**src/rtl/sec_irq_pkg.sv**
```systemverilog
package sec_irq_pkg;
  localparam logic [7:0] A_ST0   = 8'h00;
  localparam logic [7:0] A_MK0   = 8'h04;
  localparam logic [7:0] A_ST1   = 8'h08;
  localparam logic [7:0] A_MK1   = 8'h0C;
  localparam logic [7:0] A_EDGE  = 8'h10;
  localparam logic [7:0] A_FORCE = 8'h18;
  localparam logic [7:0] A_CTRL  = 8'h1C;
  localparam int unsigned CTRL_COR  = 0;
  localparam int unsigned CTRL_EXCL = 1;
  localparam int unsigned NLINES = 2;
endpackage

```
**src/rtl/sec_irq_edge.sv**
```systemverilog
module sec_irq_edge #(
  parameter int unsigned NSRC = 18
) (
  input  logic            clk,
  input  logic            rst_n,
  input  logic [NSRC-1:0] src,
  input  logic [NSRC-1:0] rise_en,
  input  logic [NSRC-1:0] fall_en,
  output logic [NSRC-1:0] ev
);
  logic [NSRC-1:0] meta_q, sync_q, prev_q;

  always_ff @(posedge clk or negedge rst_n) begin
    if (!rst_n) begin
      meta_q <= '0;
      sync_q <= '0;
      prev_q <= '0;
    end else begin
      meta_q <= src;
      sync_q <= meta_q;
      prev_q <= sync_q;
    end
  end

  always_comb begin
    ev = (sync_q & ~prev_q & rise_en) | (~sync_q & prev_q & fall_en);
  end
endmodule

```
**src/rtl/sec_irq_line.sv**
```systemverilog
module sec_irq_line #(
  parameter int unsigned NSRC = 18,
  parameter int unsigned NB   = (NSRC + 7) / 8
) (
  input  logic            clk,
  input  logic            rst_n,
  input  logic [NSRC-1:0] ev,
  input  logic [NSRC-1:0] force_set,
  input  logic            cor,
  input  logic            excl,
  input  logic            rd_en,
  input  logic            wr_en,
  input  logic [NB-1:0]   st_sel,
  input  logic [NB-1:0]   mk_sel,
  input  logic [7:0]      wdata,
  output logic [NSRC-1:0] status,
  output logic [NSRC-1:0] mask,
  output logic            irq_n
);
  logic [NSRC-1:0] st_q, st_n, pd_q, pd_n, msk_q, msk_n, clr, hit;
  logic            mk_we;

  for (genvar i = 0; i < NSRC; i++) begin : g_bit
    localparam int unsigned BY = i / 8;
    localparam int unsigned BI = i % 8;
    assign clr[i]   = cor ? (rd_en & st_sel[BY]) : (wr_en & st_sel[BY] & wdata[BI]);
    assign msk_n[i] = mk_sel[BY] ? wdata[BI] : msk_q[i];
  end

  assign mk_we = wr_en & (|mk_sel);

  always_comb begin
    hit  = ev | force_set;
    st_n = (st_q & ~clr) | hit | (clr & pd_q);
    if (excl) begin
      pd_n = '0;
    end else begin
      pd_n = (pd_q & ~clr) | (st_q & ~clr & hit) | (clr & pd_q & hit);
    end
  end

  always_ff @(posedge clk or negedge rst_n) begin
    if (!rst_n) begin
      st_q  <= '0;
      pd_q  <= '0;
      msk_q <= '1;
    end else begin
      st_q <= st_n;
      pd_q <= pd_n;
      if (mk_we) begin
        msk_q <= msk_n;
      end
    end
  end

  assign status = st_q;
  assign mask   = msk_q;
  assign irq_n  = ~(|(st_q & ~msk_q));


  hit_sets_chk: assert property (@(posedge clk) disable iff (!rst_n)
    (|hit) |=> ((st_q & $past(hit)) == $past(hit)));


  clr_takes_chk: assert property (@(posedge clk) disable iff (!rst_n)
    (|(clr & ~pd_q & ~hit)) |=> ((st_q & $past(clr & ~pd_q & ~hit)) == '0));


  pend_refire_chk: assert property (@(posedge clk) disable iff (!rst_n)
    (|(clr & pd_q)) |=> ((st_q & $past(clr & pd_q)) == $past(clr & pd_q)));


  excl_nobuf_chk: assert property (@(posedge clk) disable iff (!rst_n)
    excl |=> (pd_q == '0));
endmodule

```
**src/rtl/sec_irq_bank.sv**
```systemverilog
module sec_irq_bank
  import sec_irq_pkg::*;
#(
  parameter int unsigned NSRC = 18
) (
  input  logic            clk,
  input  logic            rst_n,
  input  logic [NSRC-1:0] src_in,
  input  logic [7:0]      addr,
  input  logic            wr_en,
  input  logic            rd_en,
  input  logic [7:0]      wdata,
  output logic [7:0]      rdata,
  output logic [1:0]      irq_n
);
  localparam int unsigned NB = (NSRC + 7) / 8;
  localparam int unsigned NE = (2 * NSRC + 7) / 8;
  localparam int unsigned EW = 2 * NSRC;

  logic [1:0]         rst_sync_q;
  logic               rst_core_n;
  logic [EW-1:0]      edr_q, edr_n;
  logic               edr_we;
  logic               cor_q, excl_q;
  logic               ctrl_we;
  logic [NSRC-1:0]    rise_en, fall_en, ev, force_set;
  logic [NE-1:0]      edr_sel;
  logic [NB-1:0]      frc_sel;
  logic [1:0][NB-1:0] st_sel, mk_sel;
  logic [1:0][NSRC-1:0] st_v, mk_v;

  always_ff @(posedge clk or negedge rst_n) begin
    if (!rst_n) begin
      rst_sync_q <= 2'b00;
    end else begin
      rst_sync_q <= {rst_sync_q[0], 1'b1};
    end
  end
  assign rst_core_n = rst_sync_q[1];

  for (genvar b = 0; b < NE; b++) begin : g_esel
    assign edr_sel[b] = (addr == A_EDGE + 8'(b));
  end
  for (genvar b = 0; b < NB; b++) begin : g_bsel
    assign frc_sel[b]   = (addr == A_FORCE + 8'(b));
    assign st_sel[0][b] = (addr == A_ST0 + 8'(b));
    assign st_sel[1][b] = (addr == A_ST1 + 8'(b));
    assign mk_sel[0][b] = (addr == A_MK0 + 8'(b));
    assign mk_sel[1][b] = (addr == A_MK1 + 8'(b));
  end

  for (genvar j = 0; j < EW; j++) begin : g_edr
    assign edr_n[j] = edr_sel[j / 8] ? wdata[j % 8] : edr_q[j];
  end
  for (genvar i = 0; i < NSRC; i++) begin : g_src
    assign rise_en[i]   = edr_q[2*i+1];
    assign fall_en[i]   = edr_q[2*i];
    assign force_set[i] = wr_en & frc_sel[i / 8] & wdata[i % 8];
  end

  assign edr_we  = wr_en & (|edr_sel);
  assign ctrl_we = wr_en & (addr == A_CTRL);

  always_ff @(posedge clk or negedge rst_core_n) begin
    if (!rst_core_n) begin
      edr_q  <= '0;
      cor_q  <= 1'b0;
      excl_q <= 1'b0;
    end else begin
      if (edr_we) begin
        edr_q <= edr_n;
      end
      if (ctrl_we) begin
        cor_q  <= wdata[CTRL_COR];
        excl_q <= wdata[CTRL_EXCL];
      end
    end
  end

  sec_irq_edge #(.NSRC(NSRC)) u_edge (
    .clk     (clk),
    .rst_n   (rst_core_n),
    .src     (src_in),
    .rise_en (rise_en),
    .fall_en (fall_en),
    .ev      (ev)
  );

  for (genvar l = 0; l < NLINES; l++) begin : g_line
    sec_irq_line #(.NSRC(NSRC), .NB(NB)) u_line (
      .clk       (clk),
      .rst_n     (rst_core_n),
      .ev        (ev),
      .force_set (force_set),
      .cor       (cor_q),
      .excl      (excl_q),
      .rd_en     (rd_en),
      .wr_en     (wr_en),
      .st_sel    (st_sel[l]),
      .mk_sel    (mk_sel[l]),
      .wdata     (wdata),
      .status    (st_v[l]),
      .mask      (mk_v[l]),
      .irq_n     (irq_n[l])
    );
  end

  always_comb begin
    logic [NB*8-1:0] st0_p, st1_p, mk0_p, mk1_p;
    logic [NE*8-1:0] edr_p;
    st0_p = '0; st1_p = '0; mk0_p = '0; mk1_p = '0; edr_p = '0;
    st0_p[NSRC-1:0] = st_v[0];
    st1_p[NSRC-1:0] = st_v[1];
    mk0_p[NSRC-1:0] = mk_v[0];
    mk1_p[NSRC-1:0] = mk_v[1];
    edr_p[EW-1:0]   = edr_q;
    rdata = '0;
    for (int b = 0; b < NB; b++) begin
      if (addr == A_ST0 + 8'(b)) rdata = st0_p[b*8 +: 8];
      if (addr == A_ST1 + 8'(b)) rdata = st1_p[b*8 +: 8];
      if (addr == A_MK0 + 8'(b)) rdata = mk0_p[b*8 +: 8];
      if (addr == A_MK1 + 8'(b)) rdata = mk1_p[b*8 +: 8];
    end
    for (int b = 0; b < NE; b++) begin
      if (addr == A_EDGE + 8'(b)) rdata = edr_p[b*8 +: 8];
    end
    if (addr == A_CTRL) begin
      rdata[CTRL_COR]  = cor_q;
      rdata[CTRL_EXCL] = excl_q;
    end
  end


  edge_off_chk: assert property (@(posedge clk) disable iff (!rst_core_n)
    ((st_v[0] & ~$past(st_v[0]) & ~$past(force_set) & ~$past(rise_en | fall_en)) == '0));


  mask_quiet_chk: assert property (@(posedge clk) disable iff (!rst_core_n)
    (&mk_v[1]) |-> irq_n[1]);
endmodule

```
**config.mk**
```make
export PLATFORM = sky130hd
export DESIGN_NAME = sec_irq_bank
export DESIGN_NICKNAME = d
export VERILOG_FILES = /design/src/rtl/sec_irq_pkg.sv /design/src/rtl/sec_irq_edge.sv /design/src/rtl/sec_irq_line.sv /design/src/rtl/sec_irq_bank.sv
export SDC_FILE = /design/constraint.sdc
export NUM_CORES = 1
export LEC_CHECK = 0
export ABC_AREA = 1
export CAP_MARGIN = 10
export CORE_MARGIN = 2
export CORE_UTILIZATION = 65
export DETAILED_ROUTE_END_ITERATION = 10
export PLACE_DENSITY = 0.85
export SLEW_MARGIN = 20
export SYNTH_ARGS = -nofsm -noshare
export SYNTH_HDL_FRONTEND = slang
export SYNTH_SLANG_ARGS = --single-unit
```
**constraint.sdc**
```tcl
create_clock -name clk -period 10.5 [get_ports clk]
set_clock_uncertainty 0.2 [all_clocks]
set_input_delay 3.15 -clock clk [delete_from_list [all_inputs] [get_ports clk]]
set_output_delay 3.15 -clock clk [all_outputs]
set_load 0.05 [all_outputs]
```
==> results_dict.tcl <==
set metrics [dict create \
    status "finished, final reports clean" \
    worst_pin_slew_ns 1.07 \
    syn_nets 1104 \
    p_clk_share_pct 40.8 \
    wire_per_inst_um 18.1 \
    synth-compound-area-share_pct 17.8 \
    synth_top_family_by_area "simple AND/OR/NAND/NOR gates" \
    ys_warn_count 0 \
    ctsHoldBuffers 0 \
    fin_util_pct 76.3 \
    met1_length_um 9700 \
    final_cell_mix "nand2_1 (250), inv_1 (165), dfrtp_1 (165)" \
    grtUsageTotal_pct 32.9 \
    top_layer_used "met4" \
    ys_ff_latch 202 \
    swShare_pct 26.0 \
    timing.reg2reg.setup_slack_ns 8.31 \
    grt_pass1_wl_um 38500 \
    die_area_um2 15200 \
    root_buffer "clkbuf_16" \
    worstPathArrival_ns 6.00 \
    dp_hpwl_um 16600 \
    wirelength_um 23900 \
    globalplace.congestion 0.967 \
    routed-wl-met3_um 2180 \
    final_common_cell "nand2_1" \
    post-place-cells 1277 \
    start_kind "primary input" \
    route.met2.wl_um 11000 \
    instances_no_fill 1316 \
    cts_buffers 21 \
    cap_violations 0 \
    drc_errors 0 \
    cts_tree "yes" \
    io_pins 48 \
    vias_per_cell 5.94 \
    r2r_end "g_line[1].u_line.pd_q[0]" \
    max_freq_mhz 107 \
    internal_power_mw 1.38 \
    yosys-mux-area-fraction_pct 0 \
    crit_fanout 7 \
    seqPwrFrac_pct 49.4 \
    yosysSeqAreaShare_pct 55.0 \
    rsz0062_at_grt "false" \
    power_frac_comb_pct 9.8 \
    synthXorXnorAreaFrac_pct 0 \
    first_pass_iters 6 \
    grt_max_degree 81 \
    worst_ep_required_time_ns 7.15 \
    clkSlewWorstSetupHoldPaths_ns 0.07 \
    end_kind "primary output" \
    critPathKind "primary input to primary output" \
    num_antenna_cells 0 \
    cts_buffer_depth 3 \
    vias 7817 \
    pwr_density_cell_nw_per_um2 175 \
    drive_gt1_share_pct 10.5 \
    initial_core_util_pct 66.6 \
    fill_cells 942 \
    async_flop_share_pct 100 \
    slew_violations 0 \
    row_count 43 \
    die_y_um 123 \
    htreeDepth 1 \
    synthSimpleGateAreaFrac_pct 19.1 \
    finalSetupTns_ns 0 \
    final.period_utilization_pct 89.1 \
    finalHoldViolations 0 \
    synth-adder-area-share_pct 0 \
    antenna_found_initial 0 \
    overflow 0 \
    power_switching_mw 0.484 \
    antenna_left 0 \
    cts_num_sinks 202 \
    coreArea_um2 13900 \
    synth_cell_type_count 36 \
    setup_viol_count_final 0 \
    irDropWorstVdd_mv 0.193 \
    layout.nets 1159 \
    synth_ff_type "dfrtp_1" \
    min_path_type "flop to async pin" \
    post_cts_buffers 0 \
    syn_to_final_growth_pct 14.7 \
    reg2regPathDepth 2 \
    synth_edf_count 0 \
    min_period_ns 9.35 \
    netlist_area_um2 9270 \
    die-width_um 123 \
    cellLeakagePower_nw 4.76 \
    port_buffers 47 \
    netlist_instances 1066 \
    r2r_start "rst_sync_q[1]" \
    fin_total_pwr_mw 1.86 \
    grt_pass1_vias 7633 \
    drtIter0Drc 793 \
    syn_area_per_cell_um2 8.70 \
    clock_latency_ns 0.51 \
    cts-resized-gates 0 \
    relSlewSlack_pct 28.2 \
]
## metrics by stage
step / setup slack (ns) / area, µm² / hold slack, ns
after floorplan: 2.47 / 9270 / 0.131
after global placement: 1.26 / 9900 / 0.132
after detailed placement: 1.24 / 9900 / 0.135
after CTS: 1.23 / 10600 / 0.145
after global routing: 0.877 / 10600 / 0.0378
final: 1.15 / 10600 / 0.00964
## power by group through the flow
| stage | clock (mW) | sequential [mW] | combinational (mW) |
|---|---|---|---|
| finish | 0.759 | 0.920 | 0.182 |
| global placement | 0 | 0.932 | 0.165 |
| global route | 0.793 | 0.928 | 0.207 |
| floorplan | 0 | 0.916 | 0.115 |
| detailed placement | 0 | 0.930 | 0.175 |
| CTS | 0.759 | 0.921 | 0.175 |
## area by class of cell
class,count,area [µm²],area share (%)
multi-input combinational,672,3430,32.2
sequential,202,5100,48.0
timing repair buffer,52,528,4.96
inverter,172,648,6.09
clock inverter,5,56.3,0.529
clock buffer,33,651,6.12
tap,180,225,2.12
## routing by layer
layer,global-route usage [%],vias up
li1,-,3646
met4,13.6,0
met1,45.8,3690
met2,50.7,406
met5,0,-
met3,7.06,75
## synthesized netlist by cell type (8+ instances only)
master / n / area [µm²]
a211oi_1: 9 / 67.6
dfstp_2: 36 / 946
o21ai_0: 117 / 586
nand2_1: 250 / 938
inv_1: 165 / 619
a221oi_1: 42 / 368
a21oi_1: 33 / 165
nand4_1: 11 / 68.8
o31ai_1: 10 / 75.1
o21ai_1: 9 / 45.0
dfrtp_1: 166 / 4150
nor2_1: 58 / 218
clkbuf_1: 11 / 41.3
nand3_1: 38 / 190
nand2_2: 10 / 62.6
nor2_2: 8 / 50.1
nand3b_1: 8 / 60.1
o22ai_1: 9 / 56.3
o211ai_1: 32 / 240
## how the worst max path moves through the flow
stage,from,to,slack [ns],cells after the start
after CTS,addr[7],rdata[0],1.23,11
after global placement,addr[7],rdata[0],1.26,11
after detailed placement,addr[7],rdata[0],1.24,11
after floorplan,addr[1],rdata[7],2.47,13
after global routing,addr[1],rdata[4],0.88,12
final,addr[2],rdata[0],1.15,11
## cells by family (layout without fill, tap and decap cells)
group           count (synthesis)  count (layout)
flops                         202             202
buf+inv                       192             262
other cells                     1               1
simple gates                  404             404
compound gates                267             267
## worst max-delay path, stage by stage
cell             delay, ns
clkdlybuf4s50_1       0.49
nor2_2                0.23
inv_1                 0.06
nor2_1                0.10
nand3_1               0.35
inv_1                 0.33
nand2_1               0.09
a21oi_1               0.23
nand2_1               0.09
nand3_1               0.07
clkdlybuf4s50_1       0.80
## state kept, by name, indices dropped and copies added, names as in the netlist, 2 cells and up
register,cells
edr_q,36
g_line.u_line.mask,36
g_line.u_line.pd_q,36
g_line.u_line.status,36
rst_sync_q,2
u_edge.meta_q,18
u_edge.prev_q,18
u_edge.sync_q,18
(Power assumes the default switching activity.)
